$ cat src/rtl/cpu_irq_pkg.sv
package cpu_irq_pkg;
  typedef enum logic [1:0] {
    MODE_RST = 2'd0,
    MODE_FIX = 2'd1,
    MODE_VEC = 2'd2
  } irq_mode_e;

  typedef enum logic {
    ACK_IDLE = 1'b0,
    ACK_WVEC = 1'b1
  } ack_state_e;
endpackage

$ cat src/rtl/cpu_irq_enables.sv
module cpu_irq_enables (
  input  logic clk,
  input  logic rst_n,
  input  logic set_en,
  input  logic clr_en,
  input  logic restore,
  input  logic copy_flag,
  input  logic acc_nmi,
  input  logic acc_int,
  output logic iff1,
  output logic iff2,
  output logic flag
);
  logic iff1_nx, iff2_nx, flag_nx;

  always_comb begin
    iff1_nx = iff1;
    iff2_nx = iff2;
    if (acc_nmi) begin
      iff2_nx = iff1;
      iff1_nx = 1'b0;
    end else if (acc_int) begin
      iff1_nx = 1'b0;
      iff2_nx = 1'b0;
    end else if (clr_en) begin
      iff1_nx = 1'b0;
      iff2_nx = 1'b0;
    end else if (set_en) begin
      iff1_nx = 1'b1;
      iff2_nx = 1'b1;
    end else if (restore) begin
      iff1_nx = iff2;
    end
    flag_nx = copy_flag ? iff2 : flag;
  end

  always_ff @(posedge clk or negedge rst_n) begin
    if (!rst_n) begin
      iff1 <= 1'b0;
      iff2 <= 1'b0;
      flag <= 1'b0;
    end else begin
      iff1 <= iff1_nx;
      iff2 <= iff2_nx;
      flag <= flag_nx;
    end
  end
endmodule

$ cat src/rtl/cpu_irq_nmi_edge.sv
module cpu_irq_nmi_edge (
  input  logic clk,
  input  logic rst_n,
  input  logic nmi_n,
  input  logic consume,
  output logic pending
);
  logic nmi_q, fall, pend_nx;

  always_comb begin
    fall    = nmi_q & ~nmi_n;
    pend_nx = (pending & ~consume) | fall;
  end

  always_ff @(posedge clk or negedge rst_n) begin
    if (!rst_n) begin
      nmi_q   <= 1'b1;
      pending <= 1'b0;
    end else begin
      nmi_q   <= nmi_n;
      pending <= pend_nx;
    end
  end
endmodule

$ cat src/rtl/cpu_irq_vector.sv
module cpu_irq_vector
  import cpu_irq_pkg::*;
#(
  parameter int DATA_W = 8,
  parameter int ADDR_W = 2 * DATA_W,
  parameter logic [ADDR_W-1:0] NMI_ADDR = 16'h0066,
  parameter logic [ADDR_W-1:0] FIX_ADDR = 16'h0038
) (
  input  logic              clk,
  input  logic              rst_n,
  input  logic              acc_nmi,
  input  logic              acc_int,
  input  logic              vec_valid,
  input  logic [DATA_W-1:0] vec_data,
  input  logic              op_ld_i,
  input  logic [DATA_W-1:0] ld_data,
  input  logic              op_im,
  input  logic [1:0]        im_sel,
  output logic              idle,
  output logic              take_nmi,
  output logic              take_irq,
  output logic              svc_valid,
  output logic [ADDR_W-1:0] svc_addr
);
  localparam int RST_PAD = ADDR_W - 6;

  irq_mode_e         mode, mode_nx;
  ack_state_e        st, st_nx;
  logic [DATA_W-1:0] page, page_nx;
  logic              tn_nx, ti_nx, sv_nx;
  logic [ADDR_W-1:0] sa_nx, rst_addr, vec_addr;

  always_comb begin
    rst_addr = {{RST_PAD{1'b0}}, vec_data[5:3], 3'b000};
    vec_addr = {page, vec_data[DATA_W-1:1], 1'b0};
    mode_nx  = mode;
    if (op_im && im_sel != 2'd3) mode_nx = irq_mode_e'(im_sel);
    page_nx  = op_ld_i ? ld_data : page;
    st_nx    = st;
    tn_nx    = 1'b0;
    ti_nx    = 1'b0;
    sv_nx    = 1'b0;
    sa_nx    = svc_addr;
    if (st == ACK_IDLE) begin
      if (acc_nmi) begin
        tn_nx = 1'b1;
        sv_nx = 1'b1;
        sa_nx = NMI_ADDR;
      end else if (acc_int) begin
        ti_nx = 1'b1;
        if (mode == MODE_FIX) begin
          sv_nx = 1'b1;
          sa_nx = FIX_ADDR;
        end else begin
          st_nx = ACK_WVEC;
        end
      end
    end else if (vec_valid) begin
      st_nx = ACK_IDLE;
      sv_nx = 1'b1;
      sa_nx = (mode == MODE_VEC) ? vec_addr : rst_addr;
    end
    idle = (st == ACK_IDLE);
  end

  always_ff @(posedge clk or negedge rst_n) begin
    if (!rst_n) begin
      mode      <= MODE_RST;
      page      <= '0;
      st        <= ACK_IDLE;
      take_nmi  <= 1'b0;
      take_irq  <= 1'b0;
      svc_valid <= 1'b0;
      svc_addr  <= '0;
    end else begin
      mode      <= mode_nx;
      page      <= page_nx;
      st        <= st_nx;
      take_nmi  <= tn_nx;
      take_irq  <= ti_nx;
      svc_valid <= sv_nx;
      svc_addr  <= sa_nx;
    end
  end
endmodule

$ cat src/rtl/cpu_irq_front.sv
module cpu_irq_front #(
  parameter int DATA_W = 8,
  parameter int ADDR_W = 16
) (
  input  logic              clk,
  input  logic              rst_n,
  input  logic              instr_end,
  input  logic              op_ei,
  input  logic              op_di,
  input  logic              op_retn,
  input  logic              op_ld_ai,
  input  logic              op_ld_i,
  input  logic              op_im,
  input  logic [1:0]        im_sel,
  input  logic [DATA_W-1:0] ld_data,
  input  logic              int_n,
  input  logic              nmi_n,
  input  logic              vec_valid,
  input  logic [DATA_W-1:0] vec_data,
  output logic              take_irq,
  output logic              take_nmi,
  output logic              svc_valid,
  output logic [ADDR_W-1:0] svc_addr,
  output logic              irq_en,
  output logic              pv_flag,
  output logic              wake
);
  logic iff1, iff2, nmi_pend, idle, acc_nmi, acc_int;

  always_comb begin
    acc_nmi = instr_end & idle & nmi_pend;
    acc_int = instr_end & idle & ~nmi_pend & ~int_n & iff1;
    irq_en  = iff1;
    wake    = nmi_pend | (~int_n & iff1);
  end

  cpu_irq_enables u_en (
    .clk(clk), .rst_n(rst_n), .set_en(op_ei), .clr_en(op_di),
    .restore(op_retn), .copy_flag(op_ld_ai), .acc_nmi(acc_nmi),
    .acc_int(acc_int), .iff1(iff1), .iff2(iff2), .flag(pv_flag)
  );

  cpu_irq_nmi_edge u_nmi (
    .clk(clk), .rst_n(rst_n), .nmi_n(nmi_n), .consume(acc_nmi),
    .pending(nmi_pend)
  );

  cpu_irq_vector #(.DATA_W(DATA_W), .ADDR_W(ADDR_W)) u_vec (
    .clk(clk), .rst_n(rst_n), .acc_nmi(acc_nmi), .acc_int(acc_int),
    .vec_valid(vec_valid), .vec_data(vec_data), .op_ld_i(op_ld_i),
    .ld_data(ld_data), .op_im(op_im), .im_sel(im_sel), .idle(idle),
    .take_nmi(take_nmi), .take_irq(take_irq), .svc_valid(svc_valid),
    .svc_addr(svc_addr)
  );
endmodule

$ cat config.mk
export PLATFORM = sky130hd
export DESIGN_NAME = cpu_irq_front
export DESIGN_NICKNAME = d
export VERILOG_FILES = /design/src/rtl/cpu_irq_pkg.sv /design/src/rtl/cpu_irq_enables.sv /design/src/rtl/cpu_irq_nmi_edge.sv /design/src/rtl/cpu_irq_vector.sv /design/src/rtl/cpu_irq_front.sv
export SDC_FILE = /design/constraint.sdc
export NUM_CORES = 1
export LEC_CHECK = 0
export ABC_AREA = 0
export BUFFER_PORTS_ARGS = -buffer_cell sky130_fd_sc_hd__buf_4
export CORE_UTILIZATION = 45
export DETAILED_ROUTE_END_ITERATION = 6
export GPL_TIMING_DRIVEN = 0
export HOLD_SLACK_MARGIN = 0.08
export PLACE_DENSITY = 0.73
export SLEW_MARGIN = 15
export SYNTH_ARGS = -nofsm -noshare
export SYNTH_HDL_FRONTEND = slang
export SYNTH_SLANG_ARGS = --single-unit
$ cat constraint.sdc
create_clock -name clk -period 1.5 [get_ports clk]
set_input_delay 0.3 -clock clk [delete_from_list [all_inputs] [get_ports clk]]
set_output_delay 0.3 -clock clk [all_outputs]
set_load 0.01 [all_outputs]
==> results_dict.tcl, run 1 <==
set metrics [dict create \
    status "complete, no violations" \
    pwr_density_cell_nw_per_um2 1020 \
    synthArstFlopShare_pct 100.0 \
    layout-drive-gt1-share_pct 42.62 \
    grt_start_max_net_pins 35 \
    synth-simple-area-share_pct 11.59 \
    layout_commonest_cell "buf_4" \
    holdWs_ns 0.1247 \
    cp_num_buf_inv 1 \
    peakVddDrop_uv 703.2 \
    placed_cells 213 \
    synthDistinctLibCells 26 \
    final_nets 212 \
    final_cell_mix "53 x buf_4, 32 x dfrtp_1, 14 x inv_1, 14 x nand2_1" \
    die-area_um2 3396 \
    vias_per_cell 4.833 \
    ys_warn_count 0 \
    ant_nets 0 \
    cts_made_buffers 5 \
    finalHoldViolCount 0 \
    cts-root-buf "clkbuf_4" \
    regArea_um2 853.3 \
    die_h_um 58.28 \
    grt_usage_pct 18.51 \
    synthFlopType "dfrtp_1" \
    post-dp-hpwl_mm 2.110 \
    fillers 259 \
    rows 20 \
    antennaDiodeCount 0 \
    ys_seq_area_share_pct 59.79 \
    arrival_ns 1.70 \
    synth-compound-area-share_pct 8.516 \
    htree_levels 2 \
    yosys.area_share.adder_pct 0 \
    routedWlPerCell_um 12.87 \
    synth_xor_area_share_pct 0 \
    antenna_found_initial 0 \
    slew_viol_final 0 \
    vias 1097 \
    leakagePower_nw 0.9947 \
    cp-end-kind "register" \
    dieWidth_um 58.28 \
    skew_ns 0.007661 \
    pin_count 52 \
    drt_pre_antenna_iters 4 \
    port_buffers 48 \
    fmax_mhz 693.5 \
    fin_crit_ns 1.442 \
    multi_input_area_um2 495.5 \
    cts_buffer_depth 2 \
    synth_top_family_by_area "multiplexers" \
    hold_class "input port to register" \
    syn_area_um2 1425 \
    coreArea_um2 3028 \
    cp_data_required_time_ns 1.76 \
    routed_wl_mm 2.922 \
    crit_fanout 6 \
    finalSetupViolations 0 \
    rsz0062_at_grt "true" \
    clk_pin_slew_ns 0.10 \
    fin_cells 227 \
    slowest_delay_ns 0.43 \
    drv_cap 0 \
    fin_crit_sh_pct 96.13 \
    initialDrtViolationCount 31 \
    synth_cells 121 \
    grt_pass1_wl_mm 4.595 \
    worstPathCellList "and4bb_4, a221oi_4, buf_6, mux2i_1" \
    synth_area_per_cell_um2 11.78 \
    synth_edf_count 0 \
    grt_pass1_vias 1094 \
    cpMaxStageDelayCell "dfrtp_1" \
    startpoint_type "register" \
    clock-sinks 34 \
    cts_tree "yes" \
    grt-ovfl-total 0 \
    syn_nets 151 \
    crit_type "register to register" \
    cpLargestDelayFamily "flip-flops" \
    area_growth_pct 39.68 \
    initial_core_util_pct 47.07 \
    synth-seq-cells 34 \
    place_congestion 0.7111 \
    clock_latency_ns 0.33 \
    synthMuxAreaShare_pct 13.43 \
    post-route-drc-count 0 \
]
==> area by class of cell <==
cell class                      instances  share of cell area, %
Sequential cell                        34                  42.87
Multi-Input combinational cell         68                  24.89
Timing Repair Buffer                   55                  21.18
Clock buffer                            8                  3.960
Tap cell                               44                  2.766
Inverter                               14                  2.640
Buffer                                  4                  1.697
==> sequential cells by signal (all words and copies together), names as in the netlist <==
name	count
u_vec.page	8
u_vec.mode	2
u_vec.svc_addr	15
u_vec.st	1
u_vec.svc_valid	1
u_vec.take_irq	1
u_nmi.nmi_q	1
u_vec.take_nmi	1
u_en.iff2	1
u_en.flag	1
u_nmi.pending	1
u_en.iff1	1
==> synth_stat cells (all sizes together) (3+ instances only) <==
library cell | n | area [um^2]
buf | 3 | 30.03
nor2 | 8 | 30.03
nor2b | 4 | 25.02
a211oi | 4 | 30.03
mux2 | 9 | 101.4
dfrtp | 33 | 825.8
a21oi | 4 | 20.02
mux2i | 9 | 90.09
nand2 | 14 | 52.55
a221o | 3 | 30.03
inv | 14 | 52.55
==> kinds of logic after synthesis <==
logic type,count (synthesis)
multiplexers,18
other,1
flip-flops,34
buffers and inverters,19
AND/OR/NAND/NOR,33
AO/OA/AOI/OAI,16
==> per-layer routing <==
layer | global-route usage [%] | part of all wire [%] | wire [um]
met5 | 0 | 0 | 0
met4 | 6.803 | 0.99 | 29
met3 | 7.589 | 5.9 | 173
met2 | 33.17 | 55 | 1597
met1 | 19.35 | 38 | 1122
==> metrics by stage <==
stage / TNS (ns) / instance area, um^2 / power, mW / worst slack (ns) / util, %
after CTS: 0 / 1939 / 2.031 / 0.0008922 / 64.05
after detailed placement: 0 / 1841 / 1.408 / 0.02137 / 60.79
final: 0 / 1991 / 2.031 / 0.05807 / 65.74
after floorplan: 0 / 1425 / 1.222 / 0.1483 / -
after global placement: 0 / 1841 / 1.391 / 0.04826 / 60.79
after global routing: -0.08025 / 1991 / 2.133 / -0.02784 / 65.74
==> worst register-to-register path, delay by kind of cell, from the launching register on <==
family / cells / cell delay (ns)
and+or+nand+nor: 1 / 0.25
buffers and inverters: 1 / 0.19
AOI/OAI and AO/OA: 1 / 0.31
muxes: 1 / 0.19
DFF: 1 / 0.43
==> report_power, final <==
part           internal [mW]  switching (mW)  total [mW]  leakage (nW)
Sequential             0.997          0.0486        1.05         0.422
Clock                  0.320           0.293       0.613        0.0446
Combinational          0.213           0.158       0.371         0.529
==> path summary, 6_finish.rpt <==
check / to / slack, ns / start / depth (start not counted)
worst max-delay path: u_vec.svc_addr[8] / 0.06 / u_en.iff1 / 4
worst min-delay path: u_en.iff1 / 0.12 / op_di / 2
worst max register to register: u_vec.svc_addr[8] / 0.06 / u_en.iff1 / 4
worst min register to register: u_vec.page[3] / 0.52 / u_vec.page[3] / 1
max in group asynchronous: u_nmi.nmi_q / 0.72 / rst_n / 2
min in group asynchronous: u_vec.svc_addr[13] / 0.45 / rst_n / 2
==> timing repair <==
action | in CTS | in global routing
hold buffers | 2 | 0
endpoints found under the setup margin | 0 | 12
hold endpoints to repair | 34 | 0
buffers inserted | 0 | 4
gates resized for setup | 0 | 7
No activity file was read; power rests on OpenSTA's default activity.
==> run 2, diff against run 1 <==
- clock period: 1.5 -> 1.8 ns (I/O delays scaled with it)
==> results_dict.tcl, run 2 (same netlist as run 1, synthesis figures left out) <==
set metrics [dict create \
    status "complete, no violations" \
    cp_num_buf_inv 0 \
    fmax_mhz 672.3 \
    top_register "u_vec.svc_addr" \
    grt-ovfl-total 0 \
    worstPathCellList "nor2b_1, a21boi_0, a221o_1" \
    whs_endpoint "u_nmi.nmi_q" \
    pre_cts_ws_ns 0.2832 \
    startpoint_type "register" \
    clock_latency_ns 0.33 \
    drv_cap 0 \
    slowest_delay_ns 0.41 \
    crit_type "register to register" \
    final_nets 207 \
    die_h_um 58.28 \
    cpMaxStageDelayCell "dfrtp_1" \
    routed_wl_mm 2.808 \
    fin_crit_ns 1.487 \
    r2r-start "u_vec.mode[1]" \
    finalSetupViolations 0 \
    final_cell_mix "49 x buf_4, 33 x dfrtp_1, 14 x inv_1, 14 x nand2_1" \
    routedWlPerCell_um 12.65 \
    grt_usage_pct 18.41 \
    area_growth_pct 35.38 \
    clock-sinks 34 \
    setup_slack_ns 0.3125 \
    cpLargestDelayFamily "compound AO/OA/AOI/OAI gates" \
    initialDrtViolationCount 24 \
    finalHoldViolCount 0 \
    fillers 270 \
    initial_core_util_pct 47.07 \
    vias_per_cell 4.820 \
    grt_start_max_net_pins 35 \
    hold_start "nmi_n" \
    placed_cells 213 \
    setup-tns-final_ns 0 \
    hold_class "input port to register" \
    ant_nets 0 \
    coreArea_um2 3028 \
    rows 20 \
    ff2ff_setup_slack_ns 0.31 \
    grt_pass1_vias 1082 \
    r2r-end "u_vec.svc_addr[2]" \
    top_regs "u_vec.svc_addr: 15 flops, u_vec.page: 8 flops, u_vec.mode: 2 flops" \
    cts_made_buffers 5 \
    drt_pre_antenna_iters 4 \
    layout-drive-gt1-share_pct 40.45 \
    pwr_density_cell_nw_per_um2 863.9 \
    r2r_cells 3 \
    cp_data_required_time_ns 2.02 \
    cp-end-kind "register" \
    antenna_found_initial 0 \
    slew_viol_final 0 \
    final_util_pct 63.72 \
    vias 1070 \
    cts-root-buf "clkbuf_4" \
    grt_pass1_wl_mm 4.567 \
    leakagePower_nw 0.9682 \
    pin_count 52 \
    fin_crit_sh_pct 82.64 \
    arrival_ns 1.70 \
    fin_cells 222 \
    crit_fanout 6 \
    port_buffers 48 \
    dieWidth_um 58.28 \
    die-area_um2 3396 \
    hold_path_depth 1 \
    skew_ns 0.008082 \
    post-dp-hpwl_mm 2.110 \
    layout_commonest_cell "buf_4" \
    antennaDiodeCount 0 \
    place_congestion 0.7111 \
    clk_pin_slew_ns 0.10 \
    largest_reg_flops 15 \
    cts_tree "yes" \
    peakVddDrop_uv 592.3 \
    cts_buffer_depth 2 \
    rsz0062_at_grt "false" \
    cts_resized 0 \
    post-route-drc-count 0 \
    htree_levels 2 \
]
-- run 2: worst register-to-register path, cell delays in order, from the launching register on --
cell      delay [ns]
dfrtp_1         0.41
nor2b_1         0.36
a21boi_0        0.24
a221o_1         0.38
-- run 2: cell type report --
| class | count | area (um^2) | area share, % |
|---|---|---|---|
| Tap cell | 44 | 55.05 | 2.853 |
| Buffer | 5 | 38.79 | 2.010 |
| Timing Repair Buffer | 49 | 370.4 | 19.20 |
| Multi-Input combinational cell | 68 | 481.7 | 24.97 |
| Clock buffer | 8 | 78.83 | 4.086 |
| Sequential cell | 34 | 852.1 | 44.16 |
| Inverter | 14 | 52.55 | 2.724 |
-- run 2: worst max-delay path by stage --
stage	depth (start not counted)	slack [ns]	endpoint	start
2_1_floorplan	3	0.45	u_vec.svc_addr[1]	u_vec.st
3_3_place_gp	4	0.31	u_vec.svc_addr[6]	int_n
3_5_place_dp	4	0.28	u_vec.svc_addr[6]	int_n
4_1_cts	5	0.30	u_vec.svc_addr[8]	u_vec.st
5_1_grt	5	0.18	u_vec.svc_addr[9]	u_vec.st
6_report	3	0.31	u_vec.svc_addr[2]	u_vec.mode[1]
-- run 2: stage by stage --
| step | area, um^2 | hold WS [ns] | power [mW] |
|---|---|---|---|
| final | 1929 | 0.1300 | 1.667 |
| after global routing | 1929 | 0.09888 | 1.752 |
| after CTS | 1929 | 0.1136 | 1.691 |
| after detailed placement | 1841 | 0.3273 | 1.173 |
| after global placement | 1841 | 0.3204 | 1.159 |
| after floorplan | 1425 | 0.06441 | 1.018 |
-- run 2: timing repair --
action | CTS | global route
buffers inserted | 0 | 0
endpoints found under the hold margin | 33 | 0
hold buffers | 1 | 0
-- run 2: power breakdown --
group | total, mW | leakage [nW] | internal [mW] | switching (mW)
combinational | 0.284 | 0.500 | 0.161 | 0.123
sequential | 0.871 | 0.423 | 0.831 | 0.0402
clock | 0.511 | 0.0446 | 0.267 | 0.245
-- run 2: metal layers --
layer	GRT usage [%]	part of all wire [%]	vias up
met2	33.00	55	35
li1	-	-	514
met1	19.65	39	517
met3	7.143	5.7	4
met5	0	0	-
met4	6.463	1.0	0
